<file path="src/rtl/rx_ring_writer.sv">
module rx_ring_writer #(
  parameter int IDX_W = 8,
  parameter int LEN_W = 11
) (
  input  logic             clk,
  input  logic             rst_n,
  input  logic [7:0]       rx_data,
  input  logic             rx_valid,
  input  logic             rx_last,
  output logic             rx_ready,
  output logic             mem_re,
  output logic             mem_we,
  output logic [31:0]      mem_addr,
  output logic [31:0]      mem_wdata,
  output logic [3:0]       mem_be,
  input  logic [31:0]      mem_rdata,
  input  logic [31:0]      desc_base,
  input  logic [31:0]      stat_base,
  input  logic [IDX_W-1:0] ring_last,
  input  logic [5:0]       filt_ctrl,
  input  logic [15:0]      sta_w01,
  input  logic [15:0]      sta_w23,
  input  logic [15:0]      sta_w45,
  input  logic             cons_we,
  input  logic [IDX_W-1:0] cons_wdata,
  output logic [IDX_W-1:0] prod_idx,
  output logic [IDX_W-1:0] cons_idx,
  output logic             overrun,
  output logic             irq
);
  localparam int TRUNC_BIT = 25;

  typedef enum logic [2:0] {S_IDLE, S_FA, S_FC, S_FW, S_RECV, S_ST0, S_ST1, S_DROP} st_t;
  st_t state;

  logic [IDX_W-1:0] prod_q, cons_q, nxt_prod;
  logic             ovr_q, want_irq, trunc, is_bc, is_me;
  logic [31:0]      buf_addr, info_q, info_d, desc_addr, stat_addr, byte_addr;
  logic [LEN_W-1:0] size_m1, len_m1;
  logic [LEN_W:0]   wr_cnt, n_stored;
  logic [2:0]       da_pos;
  logic [7:0]       sta_b;
  logic             hs, fits, full, bc_now, me_now, accept, restart;

  assign nxt_prod  = (prod_q == ring_last) ? '0 : prod_q + 1'b1;
  assign full      = (nxt_prod == cons_q);
  assign desc_addr = desc_base + (32'(prod_q) << 3);
  assign stat_addr = stat_base + (32'(prod_q) << 3);
  assign byte_addr = buf_addr + 32'(wr_cnt);
  assign hs        = rx_valid && rx_ready;
  assign fits      = (wr_cnt <= {1'b0, size_m1});

  always_comb begin
    case (da_pos)
      3'd0:    sta_b = sta_w01[7:0];
      3'd1:    sta_b = sta_w01[15:8];
      3'd2:    sta_b = sta_w23[7:0];
      3'd3:    sta_b = sta_w23[15:8];
      3'd4:    sta_b = sta_w45[7:0];
      default: sta_b = sta_w45[15:8];
    endcase
  end

  assign bc_now = is_bc && (rx_data == 8'hFF);
  assign me_now = is_me && (rx_data == sta_b);
  assign accept = (da_pos >= 3'd5) &&
                  ((filt_ctrl[1] && (da_pos < 3'd6 ? bc_now : is_bc)) ||
                   (filt_ctrl[5] && (da_pos < 3'd6 ? me_now : is_me)));

  assign n_stored = wr_cnt + (fits ? 1'b1 : 1'b0);
  assign len_m1   = LEN_W'(n_stored - 1'b1);
  always_comb begin
    info_d = '0;
    info_d[LEN_W-1:0] = len_m1;
    info_d[TRUNC_BIT] = trunc || !fits;
  end

  assign rx_ready  = (state == S_RECV) || (state == S_DROP) || (state == S_IDLE && full);
  assign mem_re    = (state == S_FA) || (state == S_FC);
  assign mem_we    = (state == S_RECV && hs && fits) || (state == S_ST0) || (state == S_ST1);
  assign mem_be    = (state == S_RECV) ? (4'b0001 << byte_addr[1:0]) : 4'hF;
  assign mem_wdata = (state == S_RECV) ? {4{rx_data}} : (state == S_ST0) ? info_q : 32'h0;
  assign irq       = (state == S_ST1) && want_irq;
  assign prod_idx  = prod_q;
  assign cons_idx  = cons_q;
  assign overrun   = ovr_q;

  always_comb begin
    case (state)
      S_FA:    mem_addr = desc_addr;
      S_FC:    mem_addr = desc_addr + 32'd4;
      S_RECV:  mem_addr = {byte_addr[31:2], 2'b00};
      S_ST0:   mem_addr = stat_addr;
      S_ST1:   mem_addr = stat_addr + 32'd4;
      default: mem_addr = '0;
    endcase
  end

  assign restart = (state == S_FW) || (state == S_RECV && hs && rx_last && !accept);

  always_ff @(posedge clk or negedge rst_n) begin
    if (!rst_n) begin
      state  <= S_IDLE;
      prod_q <= '0;
      cons_q <= '0;
      ovr_q  <= 1'b0;
      info_q <= '0;
    end else begin
      if (cons_we) begin
        cons_q <= cons_wdata;
        ovr_q  <= 1'b0;
      end
      case (state)
        S_IDLE:
          if (full) begin
            if (hs) begin
              ovr_q <= 1'b1;
              if (!rx_last) state <= S_DROP;
            end
          end else state <= S_FA;
        S_FA: state <= S_FC;
        S_FC: state <= S_FW;
        S_FW: state <= S_RECV;
        S_RECV:
          if (hs && rx_last && accept) begin
            info_q <= info_d;
            state  <= S_ST0;
          end
        S_ST0: state <= S_ST1;
        S_ST1: begin
          prod_q <= nxt_prod;
          state  <= S_IDLE;
        end
        S_DROP: if (hs && rx_last) state <= S_IDLE;
        default: state <= S_IDLE;
      endcase
    end
  end

  always_ff @(posedge clk or negedge rst_n) begin
    if (!rst_n) begin
      buf_addr <= '0;
      size_m1  <= '0;
      want_irq <= 1'b0;
      wr_cnt   <= '0;
      trunc    <= 1'b0;
      da_pos   <= '0;
      is_bc    <= 1'b1;
      is_me    <= 1'b1;
    end else begin
      if (state == S_FC) buf_addr <= mem_rdata;
      if (state == S_FW) begin
        size_m1  <= mem_rdata[LEN_W-1:0];
        want_irq <= mem_rdata[31];
      end
      if (restart) begin
        wr_cnt <= '0;
        trunc  <= 1'b0;
        da_pos <= '0;
        is_bc  <= 1'b1;
        is_me  <= 1'b1;
      end else if (state == S_RECV && hs) begin
        if (fits) wr_cnt <= wr_cnt + 1'b1;
        else      trunc  <= 1'b1;
        if (da_pos < 3'd6) begin
          da_pos <= da_pos + 1'b1;
          is_bc  <= bc_now;
          is_me  <= me_now;
        end
      end
    end
  end
endmodule

</file>
<file path="config.mk">
export PLATFORM = sky130hd
export DESIGN_NAME = rx_ring_writer
export DESIGN_NICKNAME = d
export VERILOG_FILES = /design/src/rtl/rx_ring_writer.sv
export SDC_FILE = /design/constraint.sdc
export NUM_CORES = 1
export LEC_CHECK = 0
export BUFFER_PORTS_ARGS = -buffer_cell sky130_fd_sc_hd__buf_2
export CELL_PAD_IN_SITES_DETAIL_PLACEMENT = 0
export CELL_PAD_IN_SITES_GLOBAL_PLACEMENT = 2
export CORE_AREA = 2 2 198 161
export DETAILED_ROUTE_END_ITERATION = 16
export DIE_AREA = 0 0 200 163
export PLACE_DENSITY = 0.94
export SYNTH_ARGS = -nofsm -noshare
export SYNTH_HDL_FRONTEND = slang
export SYNTH_SLANG_ARGS = --single-unit
</file>
<file path="constraint.sdc">
create_clock -name clk -period 14.7 [get_ports clk]
set_clock_uncertainty 0.2 [all_clocks]
set_input_delay 2.205 -clock clk [delete_from_list [all_inputs] [get_ports clk]]
set_output_delay 2.205 -clock clk [all_outputs]
set_load 0.005 [all_outputs]
</file>
==> summary.md <==
| Metric | Value |
|---|---|
| Synth Register Bits | `94` |
| Vias in the first global route | `9,605` |
| HPWL after DPL | `28.7 mm` |
| Drt total wl | `35.3 mm` |
| Postcts setup bufs | `0` |
| Sink Count | `94` |
| Design Area, Final | `12,100 um2` |
| IO Count | `268` |
| CP Cell Sequence | `buf_2, ha_1, fa_1, a211oi_2, o21a_4, mux2i_1, nor3_4, nor4b_4, o2111ai_4, nor4_4, nand3_1, xnor2_1, a211o_1, buf_2` |
| Area Growth Syn to Fin | `18.2%` |
| Syn_area_per_cell | `8.16 um2` |
| Vias per Instance | `5.39` |
| Root buffer cell | `clkbuf_16` |
| Count of final max-slew check failures | `0` |
| Core area | `30,800 um2` |
| Die X-Extent | `200 um` |
| Clock Latency Late Sink | `0.34 ns` |
| Ys flop type | `dfrtp_1` |
| FF-to-FF End | `info_q[8]` |
| GRT overflow | `0` |
| Final setup fails | `0` |
| Non-Filler Instances | `1,896` |
| Routed vias | `10,214` |
| PD cells | `154 nW/um2` |
| Maximum capacitance violations | `0` |
| First-pass GRT wire length | `54.0 mm` |
| Slew headroom | `33.0%` |
| Worst path required time | `12.30 ns` |
| Pre-CTS WS | `6.34 ns` |
| Crit path kind | `in -> out` |
| Clock Pin Slew Worst Setup and Hold Paths | `0.07 ns` |
| Sequential share of the synthesized area | `22.9%` |
| TritonCTS buffer count | `9` |
| Total GRT Usage | `21.4%` |
| CTS Buffer Depth | `2` |
| Fin. Hold Viols | `0` |
| CP arrival | `5.96 ns` |
| Die area | `32,600 um2` |
| Critical path's slowest cell | `a211oi_2` |
| Initial antenna violation count | `2` |
| DRT Pass-1 Iters | `5` |
| Worst path max stage delay | `0.47 ns` |
| DRC viols | `0` |
| CP startpoint | `stat_base[3]` |
| FF-to-FF path depth | `9` |
| R2R Setup Slk | `10.25 ns` |
| Wire per inst | `18.6 um` |
| Mapped Cells | `1,257` |
| Worst setup SP type | `input port` |
| Fillers | `3,229` |
| Hold Slack | `0.303 ns` |
| Yosys cell types | `93` |
| Crit path buffers/inverters | `2` |
| 1st-iter DRT viols | `764` |
| Post-CTS Resized | `0` |
| CTS Hold Bufs | `0` |
| Fmax | `0.120 GHz` |
| Most used cell along the critical path | `buf_2` |
| Most frequent cells in the layout | `buf_2 (262), nor2_1 (124), nand2_1 (111)` |
| Final core utilization | `39.3%` |
| Status | `complete, no violations` |
| Post-synth EDFFs | `0` |
| Ys Warns | `0` |
| Die Ht | `163 um` |
| DRT antenna net count | `0` |
| Post-Synthesis Cell Area | `10,300 um2` |
| Most common cell after layout, fill and taps aside | `buf_2` |
| Layout net count | `1,701` |
| Leakage power total | `5.50 nW` |
| Worst hold path type | `reg -> reg` |
| Worst-margin pin slew | `0.992 ns` |
| Total power | `1.87 mW` |
| H-Tree Depth | `3` |
| Port Buffers | `263` |
| Share of post-route cells with drive strength above 1 | `26.6%` |
| Crit path depth | `14` |
| Syn nets | `1,488` |
| Synth async-reset ratio | `100%` |
| Tcrit/Tclk final | `56.9%` |
| RSZ-0062 raised after global routing | `false` |
| VDD IR max | `90.0 uV` |
| Initial Utilization | `33.3%` |
| Largest fanout on the critical path | `5` |
| Worst reg2reg path startpoint | `da_pos[2]` |
| CP Capture Point | `mem_addr[28]` |
| Placed insts | `1,879` |
| TritonCTS clock tree | `yes` |
| Final setup TNS | `0 ns` |
| Setup crit end kind | `output pin` |
| Gpl congestion | `0.875` |
| CP top delay family | `simple AND/OR/NAND/NOR gates` |
| Pin count of the biggest net entering global routing | `76` |
| DP Area | `11,900 um2` |
| Worst setup margin | `6.34 ns` |
| Tmin final | `8.36 ns` |
| Site row count | `58` |
worst min-delay path, stage by stage, from the launching register on:
cell      delay [ns]
dfstp_2         0.37
o21ai_0         0.07
nand2b_1        0.06
synth_stat cells (37+ instances only):
master / instances / area, um2
inv_1: 51 / 191
nor2_1: 125 / 469
xnor2_1: 83 / 727
ha_1: 49 / 613
a21oi_1: 67 / 335
mux2_2: 61 / 687
nand2_1: 111 / 417
xor2_1: 56 / 490
dfrtp_1: 92 / 2300
nand3_1: 37 / 185
o21ai_0: 71 / 355
routing by layer:
layer / track usage (%) / part of all wire, % / vias to the layer above
met5: 0 / 0.037 / -
li1: - / - / 5012
met4: 3.33 / 0.87 / 2
met3: 3.35 / 6.2 / 26
met2: 32.8 / 44 / 315
met1: 31.9 / 49 / 4859
cells by family (layout without fill, tap and decap cells):
| family | count (synthesis) | after routing | synth area share [%] |
|---|---|---|---|
| compound gates | 318 | 318 | 21.8 |
| xor+xnor | 140 | 140 | 12.0 |
| fa+ha+maj | 52 | 52 | 6.56 |
| buf+inv | 123 | 341 | 5.23 |
| flops | 94 | 94 | 22.9 |
| mux | 91 | 91 | 9.67 |
| other cells | 0 | 1 | 0 |
| simple gates | 439 | 439 | 21.7 |
worst min path at each step:
stage                          end  slack, ns  cells past startpoint      from
final                        is_bc       0.30                      2     is_bc
after global routing      want_irq       0.32                      1  want_irq
after CTS                    is_bc       0.31                      2     is_bc
after detailed placement  want_irq       0.29                      1  want_irq
after global placement       trunc       0.28                      2     trunc
after floorplan              trunc       0.26                      2     trunc
layout make-up:
class	instances	area (um2)	share of cell area [%]
multi-input cells	1040	7380	60.8
flip-flops and latches	94	2350	19.4
repair buffers	274	1400	11.6
well taps	420	526	4.33
clock buffers	10	239	1.97
inverters	51	191	1.58
clock inverters	6	37.5	0.309
diodes	1	2.50	0.0206
power by group:
| part | leakage, nW | switching [mW] | internal [mW] |
|---|---|---|---|
| clock | 0.142 | 0.100 | 0.119 |
| combinational | 4.20 | 0.690 | 0.511 |
| sequential | 1.16 | 0.101 | 0.345 |
| total | 5.50 | 0.891 | 0.974 |
state kept, by name, indices dropped and copies added, names as in the netlist, 3 cells and up:
register,count
wr_cnt,12
cons_idx,8
info_q,12
size_m1,11
buf_addr,32
prod_idx,8
state,3
da_pos,3
Power figures use the tool's default switching activity.
